--- config.mk ---
export PLATFORM = sky130hd
export DESIGN_NAME = frac_clkgen
export DESIGN_NICKNAME = d
export VERILOG_FILES = /design/src/rtl/fclk_pkg.sv /design/src/rtl/fclk_src_mux.sv /design/src/rtl/fclk_prediv.sv /design/src/rtl/fclk_divider.sv /design/src/rtl/frac_clkgen.sv
export SDC_FILE = /design/constraint.sdc
export NUM_CORES = 1
export LEC_CHECK = 0
export ABC_AREA = 1
export ABC_CLOCK_PERIOD_IN_PS = 8100
export BUFFER_PORTS_ARGS = -buffer_cell sky130_fd_sc_hd__buf_2
export CORE_ASPECT_RATIO = 1.75
export CORE_MARGIN = 1
export CORE_UTILIZATION = 40
export CTS_BUF_LIST = sky130_fd_sc_hd__clkbuf_4 sky130_fd_sc_hd__clkbuf_8
export DETAILED_ROUTE_END_ITERATION = 10
export PLACE_DENSITY = 0.56
export SYNTH_ARGS = -nofsm -noshare
export SYNTH_HDL_FRONTEND = slang
export SYNTH_SLANG_ARGS = --single-unit
export TNS_END_PERCENT = 5
--- constraint.sdc ---
create_clock -name clk_i -period 8.1 [get_ports clk_i]
set_input_delay 0.81 -clock clk_i [delete_from_list [all_inputs] [get_ports clk_i]]
set_output_delay 0.81 -clock clk_i [all_outputs]
set_load 0.01 [all_outputs]
--- src/rtl/fclk_pkg.sv ---
package fclk_pkg;
  localparam int FC_DIV_W = 7;
  localparam int FC_N_SRC = 3;
  localparam int FC_CFG_W = FC_DIV_W + 5;
  localparam int FC_EN_BIT = FC_CFG_W - 1;

  typedef enum logic [1:0] {
    PRE_OFF = 2'd0,
    PRE_2   = 2'd1,
    PRE_25  = 2'd2,
    PRE_3   = 2'd3
  } pre_e;

  typedef struct packed {
    logic                esel;
    logic                psel;
    pre_e                pre;
    logic [FC_DIV_W-1:0] div;
  } fcfg_t;
endpackage

--- src/rtl/fclk_src_mux.sv ---
module fclk_src_mux
  import fclk_pkg::*;
(
  input  logic [FC_N_SRC-1:0] tick_i,
  input  logic                esel_i,
  input  logic                psel_i,
  output logic                tick_o
);
  always_comb begin
    if (!esel_i)     tick_o = tick_i[0];
    else if (psel_i) tick_o = tick_i[2];
    else             tick_o = tick_i[1];
  end
endmodule

--- src/rtl/fclk_prediv.sv ---
module fclk_prediv
  import fclk_pkg::*;
(
  input  logic clk_i,
  input  logic rst_ni,
  input  logic clr_i,
  input  logic tick_i,
  input  pre_e pre_i,
  output logic pulse_o
);
  logic [1:0] cnt_q, lim;
  logic       alt_q;

  // 2.5 mode: periods of 2 and 3 ticks alternate
  always_comb begin
    lim = 2'd2;
    if (pre_i == PRE_3 || (pre_i == PRE_25 && alt_q)) lim = 2'd3;
    pulse_o = tick_i && (pre_i != PRE_OFF) && (cnt_q == lim - 2'd1);
  end

  always_ff @(posedge clk_i or negedge rst_ni) begin
    if (!rst_ni) begin
      cnt_q <= '0;
      alt_q <= 1'b0;
    end else if (clr_i) begin
      cnt_q <= '0;
      alt_q <= 1'b0;
    end else if (pulse_o) begin
      cnt_q <= '0;
      alt_q <= ~alt_q;
    end else if (tick_i && pre_i != PRE_OFF) begin
      cnt_q <= cnt_q + 2'd1;
    end
  end


  pre_cnt_range_chk: assert property (@(posedge clk_i) disable iff (!rst_ni)
    cnt_q <= 2'd2);
endmodule

--- src/rtl/fclk_divider.sv ---
module fclk_divider #(
  parameter int DIV_W = 7
) (
  input  logic             clk_i,
  input  logic             rst_ni,
  input  logic             clr_i,
  input  logic             step_i,
  input  logic [DIV_W-1:0] div_i,
  output logic             wrap_o,
  output logic             hi_next_o
);
  logic [DIV_W-1:0] cnt_q, cnt_nxt;
  logic [DIV_W:0]   hi_len;

  always_comb begin
    wrap_o = step_i && (cnt_q == div_i - {{(DIV_W-1){1'b0}}, 1'b1});
    if (clr_i)       cnt_nxt = '0;
    else if (wrap_o) cnt_nxt = '0;
    else if (step_i) cnt_nxt = cnt_q + {{(DIV_W-1){1'b0}}, 1'b1};
    else             cnt_nxt = cnt_q;
    // high for ceil(D/2) predivided periods
    hi_len    = ({1'b0, div_i} + {{DIV_W{1'b0}}, 1'b1}) >> 1;
    hi_next_o = {1'b0, cnt_nxt} < hi_len;
  end

  always_ff @(posedge clk_i or negedge rst_ni) begin
    if (!rst_ni) cnt_q <= '0;
    else         cnt_q <= cnt_nxt;
  end


  div_cnt_bound_chk: assert property (@(posedge clk_i) disable iff (!rst_ni)
    (div_i >= 2) |-> (cnt_q < div_i));
endmodule

--- src/rtl/frac_clkgen.sv ---
module frac_clkgen
  import fclk_pkg::*;
(
  input  logic                clk_i,
  input  logic                rst_ni,
  input  logic [FC_N_SRC-1:0] src_tick_i,
  input  logic                cfg_we_i,
  input  logic [FC_CFG_W-1:0] cfg_wdata_i,
  output logic                clk_o
);
  fcfg_t pend_q, act_q;
  logic  pend_vld_q, en_q, stop_q, clk_q;
  logic  act_ok, pend_ok, go, go_new;
  logic  src_tick, pre_pulse, wrap, hi_next;
  logic  period_end, apply, clr;

  always_comb begin
    act_ok     = (act_q.pre != PRE_OFF) && (act_q.div >= 2);
    pend_ok    = (pend_q.pre != PRE_OFF) && (pend_q.div >= 2);
    go         = en_q && act_ok;
    go_new     = en_q && pend_ok;
    period_end = !stop_q && wrap;
    apply      = pend_vld_q && (stop_q || period_end);
    clr        = stop_q || apply;
  end

  fclk_src_mux u_mux (
    .tick_i (src_tick_i),
    .esel_i (act_q.esel),
    .psel_i (act_q.psel),
    .tick_o (src_tick)
  );

  fclk_prediv u_pre (
    .clk_i   (clk_i),
    .rst_ni  (rst_ni),
    .clr_i   (clr),
    .tick_i  (src_tick),
    .pre_i   (act_q.pre),
    .pulse_o (pre_pulse)
  );

  fclk_divider #(.DIV_W(FC_DIV_W)) u_div (
    .clk_i     (clk_i),
    .rst_ni    (rst_ni),
    .clr_i     (clr),
    .step_i    (pre_pulse),
    .div_i     (act_q.div),
    .wrap_o    (wrap),
    .hi_next_o (hi_next)
  );

  always_ff @(posedge clk_i or negedge rst_ni) begin
    if (!rst_ni) begin
      en_q       <= 1'b0;
      pend_q     <= '0;
      pend_vld_q <= 1'b0;
      act_q      <= '0;
      stop_q     <= 1'b1;
      clk_q      <= 1'b0;
    end else begin
      if (cfg_we_i) begin
        en_q       <= cfg_wdata_i[FC_EN_BIT];
        pend_q     <= fcfg_t'(cfg_wdata_i[FC_CFG_W-2:0]);
        pend_vld_q <= 1'b1;
      end else if (apply) begin
        pend_vld_q <= 1'b0;
      end
      if (apply) act_q <= pend_q;

      if (stop_q) begin
        if (!apply && go) begin
          stop_q <= 1'b0;
          clk_q  <= 1'b1;
        end
      end else if (apply) begin
        clk_q  <= go_new;
        stop_q <= !go_new;
      end else if (!en_q && (!clk_q || !hi_next)) begin
        // disabled: stop once the high phase is over
        clk_q  <= 1'b0;
        stop_q <= 1'b1;
      end else begin
        clk_q <= hi_next;
      end
    end
  end

  assign clk_o = clk_q;


  idle_low_chk: assert property (@(posedge clk_i) disable iff (!rst_ni)
    (stop_q && !act_ok) |=> !clk_q);

  act_hold_chk: assert property (@(posedge clk_i) disable iff (!rst_ni)
    (!stop_q && !period_end) |=> $stable(act_q));

  off_low_chk: assert property (@(posedge clk_i) disable iff (!rst_ni)
    (!en_q && !clk_q) |=> !clk_q);

  high_min_chk: assert property (@(posedge clk_i) disable iff (!rst_ni)
    $rose(clk_q) |=> clk_q);
endmodule

==> impl_metrics.ini <==
[placement]
gp_congestion = 0.822
hpwl_um = 3510
io_buffers = 18
postPlaceCellArea_sq_um = 2270
dp_slack_ns = 4.99

[cts]
h-tree-depth = 2
cts_tree = done
hold_buffers = 0
cts_setup_buffers = 0
path_clk_slew_ns = 0.07
clockBufferDepth = 2
clkLatencyLatePin_ns = 0.29
cts-resized-gates = 0
numCtsBuffers = 5
root_buffer = clkbuf_8
clock_sinks = 36

[timing]
maxSlewViolCount = 0
hold_viol = 0
grt_setup_unrepaired = no
worst_pin_slew_ns = 0.811
layout_setup_ws_ns = 5.11
period_share_pct = 37.0
skew_ns = 0.00767
fmax_mhz = 334
relSlewSlack_pct = 45.9
tns_ns = 0
finalSetupViolCount = 0
period_minus_slack_ns = 2.99

[cells_and_area]
final_util_pct = 45.3
antennaDiodeCount = 0
drive_gt1_share_pct = 11.7
finalNetCount = 325
final_area_sq_um = 2360
fillers = 530
area_delta_synth_final_pct = 9.09

[synth]
yosys.area.top_type = dfrtp_1
synth-edff-count = 0
ys_top_cells_by_area = dfrtp_1, nand2_1, inv_1
synthArstFlopShare_pct = 100
synth_cell_type_count = 30
yosys-top-cells-count = nand2_1, inv_1, dfrtp_1, o21ai_0, nor2_1
synth_top_area_share_pct = 40.5
synth_nets = 309
yosys.cell_count.top_type = nand2_1
syn_area_per_cell_sq_um = 7.69
syn_inst = 281
yosys_register_bits = 36
synth_area_sq_um = 2160
ys_seq_area_share_pct = 41.7
synth_warnings = 0
synthFlopType = dfrtp_1

[drt]
via_per_inst = 4.99
wl_per_cell_um = 12.7
antenna_left = 0
via_count = 1760
drt-pass1-iter-count = 4
drtIter0Drc = 26
wirelength_um = 4490
drc = 0

[power]
p_leak_nw = 1.18
power_density_nw_per_um2 = 296
ir_worst_vdd_v = 0.000112

[worst_setup_path]
cp_cell_sequence = inv_1, ha_1, inv_1, nand2_1, nand3_1, nand2_1, nand2_1, nor2_1, nand3_2, nand2_4, nor3_1, ha_1, a21oi_1, nor2_1, a211oi_1, nand3_1, nand2_1, nand2_1, nand2_1, nand2_1
path_common_cell = nand2_1
ff2ff_path_depth = 20
r2r-start = act_q[0]
cp_max_fo = 8
critPathSlowestCell = dfrtp_1
cpPeakStageDelay_ns = 0.48
timing.rr.end = stop_q
start_kind = register
cpLargestDelayFamily = simple AND/OR/NAND/NOR gates
cp.arrival_ns = 3.22
crit_type = register to register
required_ns = 8.32
cp-end-kind = register
critPathBufInv = 2
rrSetupSlack_ns = 5.11

[min_path]
hold_class = register to register
whs_endpoint = stop_q
hp-start = stop_q
hold_depth = 2

[die]
ioPinCount = 19
start_util_pct = 41.5
rows = 35
fp.dieW_um = 57.6
dieArea_sq_um = 5710
core_sq_um = 5210
fp.dieH_um = 99.3

[run_status]
status = completed

[global_route]
grt_pass1_vias = 1727
antenna_found_initial = 0
track_usage_pct = 17.7
grt_max_degree = 37
grt_pass1_wl_um = 7710
grt_overflow_total = 0

[run]
maxCapViolCount = 0
## where the power goes
group          switching [W]  total, W  internal, W  leakage, nW
clock              0.0000666  0.000131    0.0000645       0.0448
sequential         0.0000618  0.000282     0.000220        0.455
combinational       0.000177  0.000285     0.000108        0.684
## routing by layer
layer	GRT usage, %	vias up	share of wire (%)
li1	-	925	-
met1	18.8	808	40
met2	32.0	18	54
met3	2.86	9	1.7
met4	9.94	0	3.3
met5	0	-	0
## cells in the final DEF, fill, tap and decap left out, types with 3 or more instances in the layout
| master | synthesis | final |
|---|---|---|
| nand2_1 | 75 | 75 |
| inv_1 | 39 | 39 |
| dfrtp_1 | 35 | 35 |
| o21ai_0 | 23 | 23 |
| nor2_1 | 22 | 22 |
| nand3_1 | 20 | 20 |
| buf_2 | 2 | 18 |
| a21oi_1 | 10 | 10 |
| ha_1 | 10 | 10 |
| xor2_1 | 9 | 9 |
| clkbuf_8 | 0 | 5 |
| xnor2_1 | 4 | 4 |
| nor3_1 | 3 | 3 |
## worst max-delay path by stage
stage	from	to	cells past startpoint
finish	act_q[0]	stop_q	20
global route	act_q[0]	clk_o	17
global placement	src_tick_i[0]	stop_q	21
detailed placement	src_tick_i[0]	stop_q	21
floorplan	src_tick_i[0]	stop_q	20
CTS	act_q[0]	stop_q	19
## per-stage QoR
stage / total power [W] / hold slack (ns) / std cells
2_1_floorplan: 0.000511 / 0.475 / 281
3_3_place_gp: 0.000571 / 0.491 / 345
5_1_grt: 0.000764 / 0.541 / 353
3_5_place_dp: 0.000574 / 0.508 / 345
4_1_cts: 0.000710 / 0.520 / 353
6_report: 0.000698 / 0.520 / 353
## final cells by class
type | count | area (sq um) | share of cell area (%)
Clock buffer | 6 | 76.3 | 3.24
Inverter | 39 | 146 | 6.21
Multi-Input combinational cell | 197 | 1060 | 44.9
Clock inverter | 2 | 16.3 | 0.690
Tap cell | 55 | 68.8 | 2.92
Timing Repair Buffer | 18 | 90.1 | 3.82
Sequential cell | 36 | 902 | 38.2
## worst reg2reg max path, delay by kind of cell, from the launching register on
family / cells / cell delay (ns)
buffers and inverters: 2 / 0.29
and+or+nand+nor: 14 / 1.16
AOI/OAI and AO/OA: 2 / 0.43
adders and majority gates: 2 / 0.59
DFF: 1 / 0.48
## registers in the layout (all words and copies together) (netlist names)
register	count
act_q	11
clk_o	1
en_q	1
pend_q	11
pend_vld_q	1
stop_q	1
u_div.cnt_q	7
u_pre.alt_q	1
u_pre.cnt_q	2
## kinds of logic (layout without fill, tap and decap cells)
| group | Yosys count | count (layout) | share of synthesized area, % |
|---|---|---|---|
| adder cells (fa/ha/maj) | 10 | 10 | 5.79 |
| flip-flops | 36 | 36 | 41.7 |
| buffers and inverters | 48 | 65 | 9.32 |
| AND/OR/NAND/NOR | 131 | 131 | 26.9 |
| AO/OA/AOI/OAI | 43 | 43 | 11.0 |
| XOR/XNOR | 13 | 13 | 5.27 |
(Power assumes the default switching activity.)
